### src/rtl/scrub_pkg.sv
// Shared constants and types for the post-reset scrub engine.
// Assumes a fixed 8-bit data field protected by a 13-bit SECDED code.
package scrub_pkg;
    localparam int DATA_W = 8;
    localparam int CODE_W = 13;
    localparam int CHK_N  = 4;
    // bit index inside a codeword that holds each data bit
    localparam int DPOS [DATA_W] = '{3, 5, 6, 7, 9, 10, 11, 12};

    typedef enum logic [1:0] {
        ST_READ  = 2'd0,
        ST_FIX   = 2'd1,
        ST_WBACK = 2'd2,
        ST_IDLE  = 2'd3
    } scrub_state_t;
endpackage

### src/rtl/secded_enc.sv
// Builds a 13-bit SECDED codeword from 8 data bits.
// Assumes the package layout: checks at the power-of-two indices, overall parity at bit 0.
module secded_enc
    import scrub_pkg::*;
(
    input  logic [DATA_W-1:0] din,
    output logic [CODE_W-1:0] cw
);
    // place the data bits, then derive each check bit and the overall parity
    always_comb begin
        cw = '0;
        for (int k = 0; k < DATA_W; k++) begin
            cw[DPOS[k]] = din[k];
        end
        for (int j = 0; j < CHK_N; j++) begin
            logic acc;
            acc = 1'b0;
            for (int p = 1; p < CODE_W; p++) begin
                if (((p >> j) & 1) == 1 && p != (1 << j)) acc = acc ^ cw[p];
            end
            cw[1 << j] = acc;
        end
        cw[0] = ^cw[CODE_W-1:1];
    end
endmodule

### src/rtl/secded_dec.sv
// Decodes a 13-bit SECDED word: repairs a single flipped bit and flags double errors.
// Assumes even overall parity across the whole word when it is error free.
module secded_dec
    import scrub_pkg::*;
(
    input  logic [CODE_W-1:0] cw_in,
    output logic [CODE_W-1:0] cw_fixed,
    output logic [DATA_W-1:0] dout,
    output logic              err_single,
    output logic              err_double
);
    logic [CHK_N-1:0] syn;
    logic             par;

    // syndrome is the XOR of the indices of all set bits above bit 0
    always_comb begin
        syn = '0;
        for (int p = 1; p < CODE_W; p++) begin
            if (cw_in[p]) syn = syn ^ CHK_N'(p);
        end
        par = ^cw_in;
    end

    // classify the error and repair a single flipped bit
    always_comb begin
        cw_fixed   = cw_in;
        err_single = 1'b0;
        err_double = 1'b0;
        if (par) begin
            if (int'(syn) < CODE_W) begin
                cw_fixed   = cw_in ^ (CODE_W'(1) << syn);
                err_single = 1'b1;
            end else begin
                err_double = 1'b1;
            end
        end else if (syn != '0) begin
            err_double = 1'b1;
        end
    end

    // pull the data field out of the repaired word
    always_comb begin
        for (int k = 0; k < DATA_W; k++) begin
            dout[k] = cw_fixed[DPOS[k]];
        end
    end
endmodule

### src/rtl/scrub_seq.sv
// Sweep sequencer: walks all addresses with read, fix, write-back steps, then idles with done high.
// Assumes the RAM returns read data one cycle after the address is presented.
module scrub_seq
    import scrub_pkg::*;
#(
    parameter int DEPTH = 256,
    parameter int AW    = 8,
    parameter int FIX_W = 4
) (
    input  logic              clk,
    input  logic              rst_n,
    input  logic [CODE_W-1:0] fixed_word,
    input  logic              saw_single,
    input  logic              saw_double,
    output logic [AW-1:0]     sw_addr,
    output logic              sw_we,
    output logic [CODE_W-1:0] sw_wdata,
    output logic              done,
    output logic              dbl_seen,
    output logic [FIX_W-1:0]  fixes
);
    localparam logic [AW-1:0]    LAST_ADDR = AW'(DEPTH - 1);
    localparam logic [FIX_W-1:0] FIX_MAX   = '1;

    scrub_state_t      state;
    logic [AW-1:0]     addr;
    logic [CODE_W-1:0] hold;

    // step through read, fix and write-back for each address, then idle
    always_ff @(posedge clk) begin
        if (!rst_n) begin
            state    <= ST_READ;
            addr     <= '0;
            hold     <= '0;
            done     <= 1'b0;
            dbl_seen <= 1'b0;
            fixes    <= '0;
        end else begin
            case (state)
                ST_READ: state <= ST_FIX;
                ST_FIX: begin
                    hold <= fixed_word;
                    if (saw_single && fixes != FIX_MAX) fixes <= fixes + 1'b1;
                    if (saw_double) dbl_seen <= 1'b1;
                    state <= ST_WBACK;
                end
                ST_WBACK: begin
                    if (addr == LAST_ADDR) begin
                        state <= ST_IDLE;
                        done  <= 1'b1;
                    end else begin
                        addr  <= addr + 1'b1;
                        state <= ST_READ;
                    end
                end
                default: state <= ST_IDLE;
            endcase
        end
    end

    // memory drive while the sweep owns the port
    assign sw_addr  = addr;
    assign sw_we    = (state == ST_WBACK);
    assign sw_wdata = hold;
endmodule

### src/rtl/scrub_top.sv
// Top of the post-reset scrub engine: owns the RAM port during the sweep, then hands it to the client.
// Assumes a single-port synchronous RAM outside this block with one cycle of read latency.
module scrub_top
    import scrub_pkg::*;
#(
    parameter int DEPTH = 256,
    parameter int FIX_W = 4,
    localparam int AW   = $clog2(DEPTH)
) (
    input  logic              clk,
    input  logic              rst_n,
    input  logic              cli_req,
    input  logic              cli_we,
    input  logic [AW-1:0]     cli_addr,
    input  logic [DATA_W-1:0] cli_wdata,
    output logic [DATA_W-1:0] cli_rdata,
    output logic              cli_rvalid,
    output logic [AW-1:0]     mem_addr,
    output logic              mem_we,
    output logic [CODE_W-1:0] mem_wdata,
    input  logic [CODE_W-1:0] mem_rdata,
    output logic              init_done,
    output logic              dbl_err_seen,
    output logic [FIX_W-1:0]  fix_count
);
    logic [CODE_W-1:0] enc_word;
    logic [CODE_W-1:0] dec_fixed;
    logic              dec_single;
    logic              dec_double;
    logic [AW-1:0]     sw_addr;
    logic              sw_we;
    logic [CODE_W-1:0] sw_wdata;

    secded_enc u_enc (
        .din (cli_wdata),
        .cw  (enc_word)
    );

    secded_dec u_dec (
        .cw_in      (mem_rdata),
        .cw_fixed   (dec_fixed),
        .dout       (cli_rdata),
        .err_single (dec_single),
        .err_double (dec_double)
    );

    scrub_seq #(.DEPTH(DEPTH), .AW(AW), .FIX_W(FIX_W)) u_seq (
        .clk        (clk),
        .rst_n      (rst_n),
        .fixed_word (dec_fixed),
        .saw_single (dec_single),
        .saw_double (dec_double),
        .sw_addr    (sw_addr),
        .sw_we      (sw_we),
        .sw_wdata   (sw_wdata),
        .done       (init_done),
        .dbl_seen   (dbl_err_seen),
        .fixes      (fix_count)
    );

    // RAM port ownership: sweep until done, client afterwards
    always_comb begin
        if (init_done) begin
            mem_addr  = cli_addr;
            mem_we    = cli_req && cli_we;
            mem_wdata = enc_word;
        end else begin
            mem_addr  = sw_addr;
            mem_we    = sw_we;
            mem_wdata = sw_wdata;
        end
    end

    // flag client read data one cycle after an accepted read request
    always_ff @(posedge clk) begin
        if (!rst_n) cli_rvalid <= 1'b0;
        else        cli_rvalid <= init_done && cli_req && !cli_we;
    end
endmodule

### config.mk
export PLATFORM = sky130hd
export DESIGN_NAME = scrub_top
export DESIGN_NICKNAME = d
export VERILOG_FILES = /design/src/rtl/scrub_pkg.sv /design/src/rtl/secded_enc.sv /design/src/rtl/secded_dec.sv /design/src/rtl/scrub_seq.sv /design/src/rtl/scrub_top.sv
export SDC_FILE = /design/constraint.sdc
export NUM_CORES = 1
export LEC_CHECK = 0
export CAP_MARGIN = 20
export CORE_ASPECT_RATIO = 1.25
export CORE_UTILIZATION = 35
export CTS_BUF_LIST = sky130_fd_sc_hd__clkbuf_8 sky130_fd_sc_hd__clkbuf_16
export DETAILED_ROUTE_END_ITERATION = 6
export PLACE_DENSITY = 0.74
export SLEW_MARGIN = 20
export SYNTH_ARGS = -nofsm -noshare
export SYNTH_HDL_FRONTEND = slang
export SYNTH_SLANG_ARGS = --single-unit
### constraint.sdc
create_clock -name clk -period 4.1 [get_ports clk]
set_input_delay 1.23 -clock clk [delete_from_list [all_inputs] [get_ports clk]]
set_output_delay 1.23 -clock clk [all_outputs]
set_load 0.01 [all_outputs]
# Word-level counts from Yosys, hierarchy flattened
# Index checks and enable logic that the tools add are counted.
# word_totals
out_inout_bits,37
register_bits,30
word_cells,79
# op_classes
n_bitwise,27
addsub,2
shifts,1
n_eq_ne,4
magnitude_cmp,1
n_reduce_logical,13
mux,24
# ops
op,count
$mux W13,3
$mux W4,5
$xor A1 B1 Y1,14
$reduce_xor A13 Y1,1
$shl A1 B4 Y13 const A,1
$xor A13 B13 Y13,1
$mux W3,4
$not A2 Y2,6
$reduce_xor A12 Y1,1
$add A8 B1 Y8 const B,1
$eq A8 B8 Y1 const B,1
$mux W8,1
$reduce_and A2 Y1,4
$mux W1,7
$mux W2,3
$not A3 Y3,2
$pmux W2 S3,1
$add A4 B1 Y4 const B,1
$logic_and A1 B1 Y1,4
$lt A4 B4 Y1 const B,1
$ne A4 B4 Y1 const B,1
$reduce_bool A4 Y1,1
$not A1 Y1 const A,3
$eq A2 B1 Y1 const B,1
4 further kinds,4

# Longest topological paths before layout
# Gate-level depths: netlist (run 1).
# logic_depth
depth_word,25
mapped_depth,7
mapped_depth_nobuf,7

# By module
# From an unflattened synthesis (run 1), not the netlist that was laid out.
# unflattened
hier_cells,258
area_unflattened_um2,2527.4
# by_module_without_submodules
module,area_per_inst_um2,n_inst,seq_area_each_um2,cells_per_inst
scrub_seq,1208.7,1,580.6,133
secded_dec,726.9,1,0.0,77
scrub_top,386.6,1,20.0,29
secded_enc,205.2,1,0.0,19

# Worst setup path after synthesis (run 1)
# Ideal clock, no wire load.
# synth_timing
path_kind,input port to output port
start,input port mem_rdata[3]
end,output port cli_rdata[5]
arrival_ps,2809
slack_ps,61
path_stages,6
required_ps,2870
cell_sequence,xor2_1 xnor3_4 or2_1 a211oi_1 xor2_1 buf_4
# synth_between
elab_chain_cells,18
# synth_lines
element,line_no,source
start: declaration,scrub_top.sv:21,"input logic [CODE_W-1:0] mem_rdata,"
"parallel branches: the longest is 17 deep, another holds $mux W4",-,
$mux W13 (*),secded_dec.sv:29,if (par) begin
end: declaration,scrub_top.sv:16,"output logic [DATA_W-1:0] cli_rdata,"
# Mark *: on every way between the ends.

# Final worst setup path (run 1)
# Ends and elaborated chain as after synthesis.

==> out/metrics.yaml, run 1 <==
first_pass_iters: 4
drc: 0
ios: 70
cts_tree: "built"
start_util: 0.3691
clockBufferDepth: 2
syn_area_um2: 2176
syn2layout_area_growth_pct: 92.41
crit_type: "input port to output pin"
ant_nets: 0
synth.top_cell.area_share: 0.2760
multi_input_area_um2: 1838
hold_depth: 2
via_count: 2486
finalMaxSlewViolations: 0
rsz0062_at_grt: "yes"
synthTopCellsByArea: "dfxtp_1 28%, xnor2_1 13%, mux2_2 9.3%"
maxUsedRoutingLayer: "met4"
p_sw_w: 0.0004524
grt_overflow: 0
synth_edf_count: 0
outcome: "complete, but fails checks"
num_rows: 31
finalWorstSetupSlack_ns: -0.2315
combPwrFrac: 0.538
period_share: 1.056
nFillCells: 420
die_x_um: 72.52
critPathArrivalTime_ns: 3.10
path_max_fanout: 4
wl_met1_um: 2993
setup_viol: 9
hold_violations: 0
end_kind: "output pin"
clkPwrFrac: 0.222
hold_slack_ns: 0.4965
place_congestion: 0.9281
synth_flop_cell: "dfxtp_1"
hold_class: "flip-flop to flip-flop"
cp.required_ns: 2.87
reg2reg_depth: 7
layout_min_cycle_time_ns: 4.332
p_int_w: 0.0009167
async_reset_ff_frac: 0
cp-start-kind: "input port"
routed-wl-met3_um: 411
final_nets: 437
fmax_mhz: 230.9
skew_ns: 0.005994
yosysMostFrequentCell: "xnor2_1"
drive_gt1_frac: 0.4950
root_buffer: "clkbuf_8"
fp.dieArea_um2: 6538
clock-sinks: 30
maxCapViolations: 0
r2r_slack_ns: 2.45
dp_hpwl_um: 4388
numPortBuffers: 69
totalWireLength_um: 8029
drt_iter0_drc: 158
seqPwrFrac: 0.240
ir_worst_vdd_v: 0.0002151
powerDensity_nw_per_um2: 327.0
wl_per_cell_um: 16.59
ys_seq_area_frac: 0.2760
p_leak_nw: 1.808
dp_slack_ns: -0.9679
path_clk_slew_ns: 0.07
n_antenna_cell: 0
tightestPinTransition_ns: 0.6177
grt_pass1_wl_um: 11850
grt_pass1_vias: 2486
synth_area_leader_cell: "dfxtp_1"
grt_usage: 0.2325
ys_ff_latch: 30
grt_max_degree: 26
route.met2.wl_um: 4361
ys_top_cells_by_count: "32 x xnor2_1, 30 x dfxtp_1, 18 x mux2_2, 18 x o21ai_0, 15 x nor2_1"
clock_latency_ns: 0.28
yosys_warnings: 0
die_y_um: 90.15
htreeDepth: 2
via_per_inst: 5.136
swShare: 0.3304
seqCellArea_um2: 600.6
core_area_um2: 5896
violations: "negative setup slack"
antenna_found_initial: 0
avgSynthCellArea_um2: 9.104
syn_nets: 274
hold_buffers: 0
numCtsBuffers: 5
synth_cells: 239
synth_cell_types: 40
slew_headroom: 0.5877
worst max-delay path: stages:
cell,delay [ns]
buf_8,0.11
buf_6,0.12
xnor2_4,0.26
buf_12,0.15
xor2_4,0.25
nand3_4,0.15
buf_4,0.17
a211oi_2,0.22
xor2_1,0.24
buf_2,0.18
cells in the final DEF (no fill, tap or decap), drive strengths merged, types with 2 or more instances in the layout:
cell	Yosys	layout
a2111oi	2	2
a211oi	7	7
a21oi	11	11
a31oi	4	4
and3	2	2
buf	8	122
clkbuf	9	7
clkdlybuf4s50	0	39
dfxtp	30	30
dlygate4sd2	0	7
dlymetal6s2s	0	3
ha	2	2
inv	4	3
mux2	18	18
mux2i	3	3
nand2	13	13
nand2b	4	4
nand3	10	10
nand4	4	4
nor2	15	15
nor3	4	4
o21ai	18	18
o21ba	5	5
o41ai	2	2
or3	2	2
xnor2	33	33
xnor3	4	4
xor2	13	13
power by group through the flow:
stage	clock [W]	sequential (W)	combinational [W]
finish	0.000304	0.000329	0.000736
global route	0.000320	0.000332	0.000774
CTS	0.000307	0.000328	0.000639
detailed placement	0	0.000334	0.000491
global placement	0	0.000334	0.000484
floorplan	0	0.000333	0.000260
final timing paths:
| kind | end | startpoint |
|---|---|---|
| max | cli_rdata[5] | mem_rdata[3] |
| min | u_seq.fixes[3] | u_seq.fixes[3] |
| max reg2reg | u_seq.sw_addr[4] | u_seq.sw_addr[0] |
| min reg2reg | u_seq.fixes[3] | u_seq.fixes[3] |
state kept, by name (all words and copies together) (netlist names):
name,cells
u_seq.sw_addr,8
u_seq.sw_wdata,13
u_seq.state,2
u_seq.done,1
u_seq.fixes,4
cli_rvalid,1
u_seq.dbl_seen,1
per-stage QoR:
step	cell area (um^2)	std cells	TNS (ns)	power [W]	utilization
after floorplan	2176	239	0	0.0005936	-
after global placement	3318	432	-7.800	0.0008179	0.5628
after detailed placement	3318	432	-8.029	0.0008257	0.5628
after CTS	3988	473	-0.1907	0.001275	0.6764
after global routing	4187	484	-1.755	0.001426	0.7101
final	4187	484	-1.371	0.001369	0.7101
metal layers:
layer  global-route usage  up-vias
met5                    0        -
met4              0.08660        0
met3              0.03700       28
met2               0.4291      108
met1               0.2595     1183
li1                     -     1167
cell type report:
cell class | count | area share
Clock buffer | 6 | 0.01973
Multi-Input combinational cell | 188 | 0.4390
Timing Repair Buffer | 173 | 0.3616
Sequential cell | 30 | 0.1435
Inverter | 4 | 0.004483
Tap cell | 82 | 0.02451
Clock inverter | 1 | 0.007173
logic make-up after synthesis:
family	Yosys count	synth area share
compound gates	57	0.1863
simple gates	57	0.1242
mux	21	0.1070
fa+ha+maj	2	0.01150
flops	30	0.2760
xor+xnor	51	0.2450
buf+inv	21	0.05003
repair_timing:
action | in CTS | in global routing
setup endpoints to repair | 12 | 13
buffers inserted | 34 | 12
pin swaps | 34 | 21
resized for setup | 157 | 22
Power figures use the tool's default switching activity.
==> run 2, diff against run 1 <==
--- a/config.mk
+++ b/config.mk
@@ -11,7 +11,7 @@
 export CTS_BUF_LIST = sky130_fd_sc_hd__clkbuf_8 sky130_fd_sc_hd__clkbuf_16
 export DETAILED_ROUTE_END_ITERATION = 6
 export PLACE_DENSITY = 0.74
-export SLEW_MARGIN = 20
+export SLEW_MARGIN = 25
 export SYNTH_ARGS = -nofsm -noshare
 export SYNTH_HDL_FRONTEND = slang
 export SYNTH_SLANG_ARGS = --single-unit
==> results of run 2 <==
The final DEF is identical to that of run 1; final timing and power are the same.
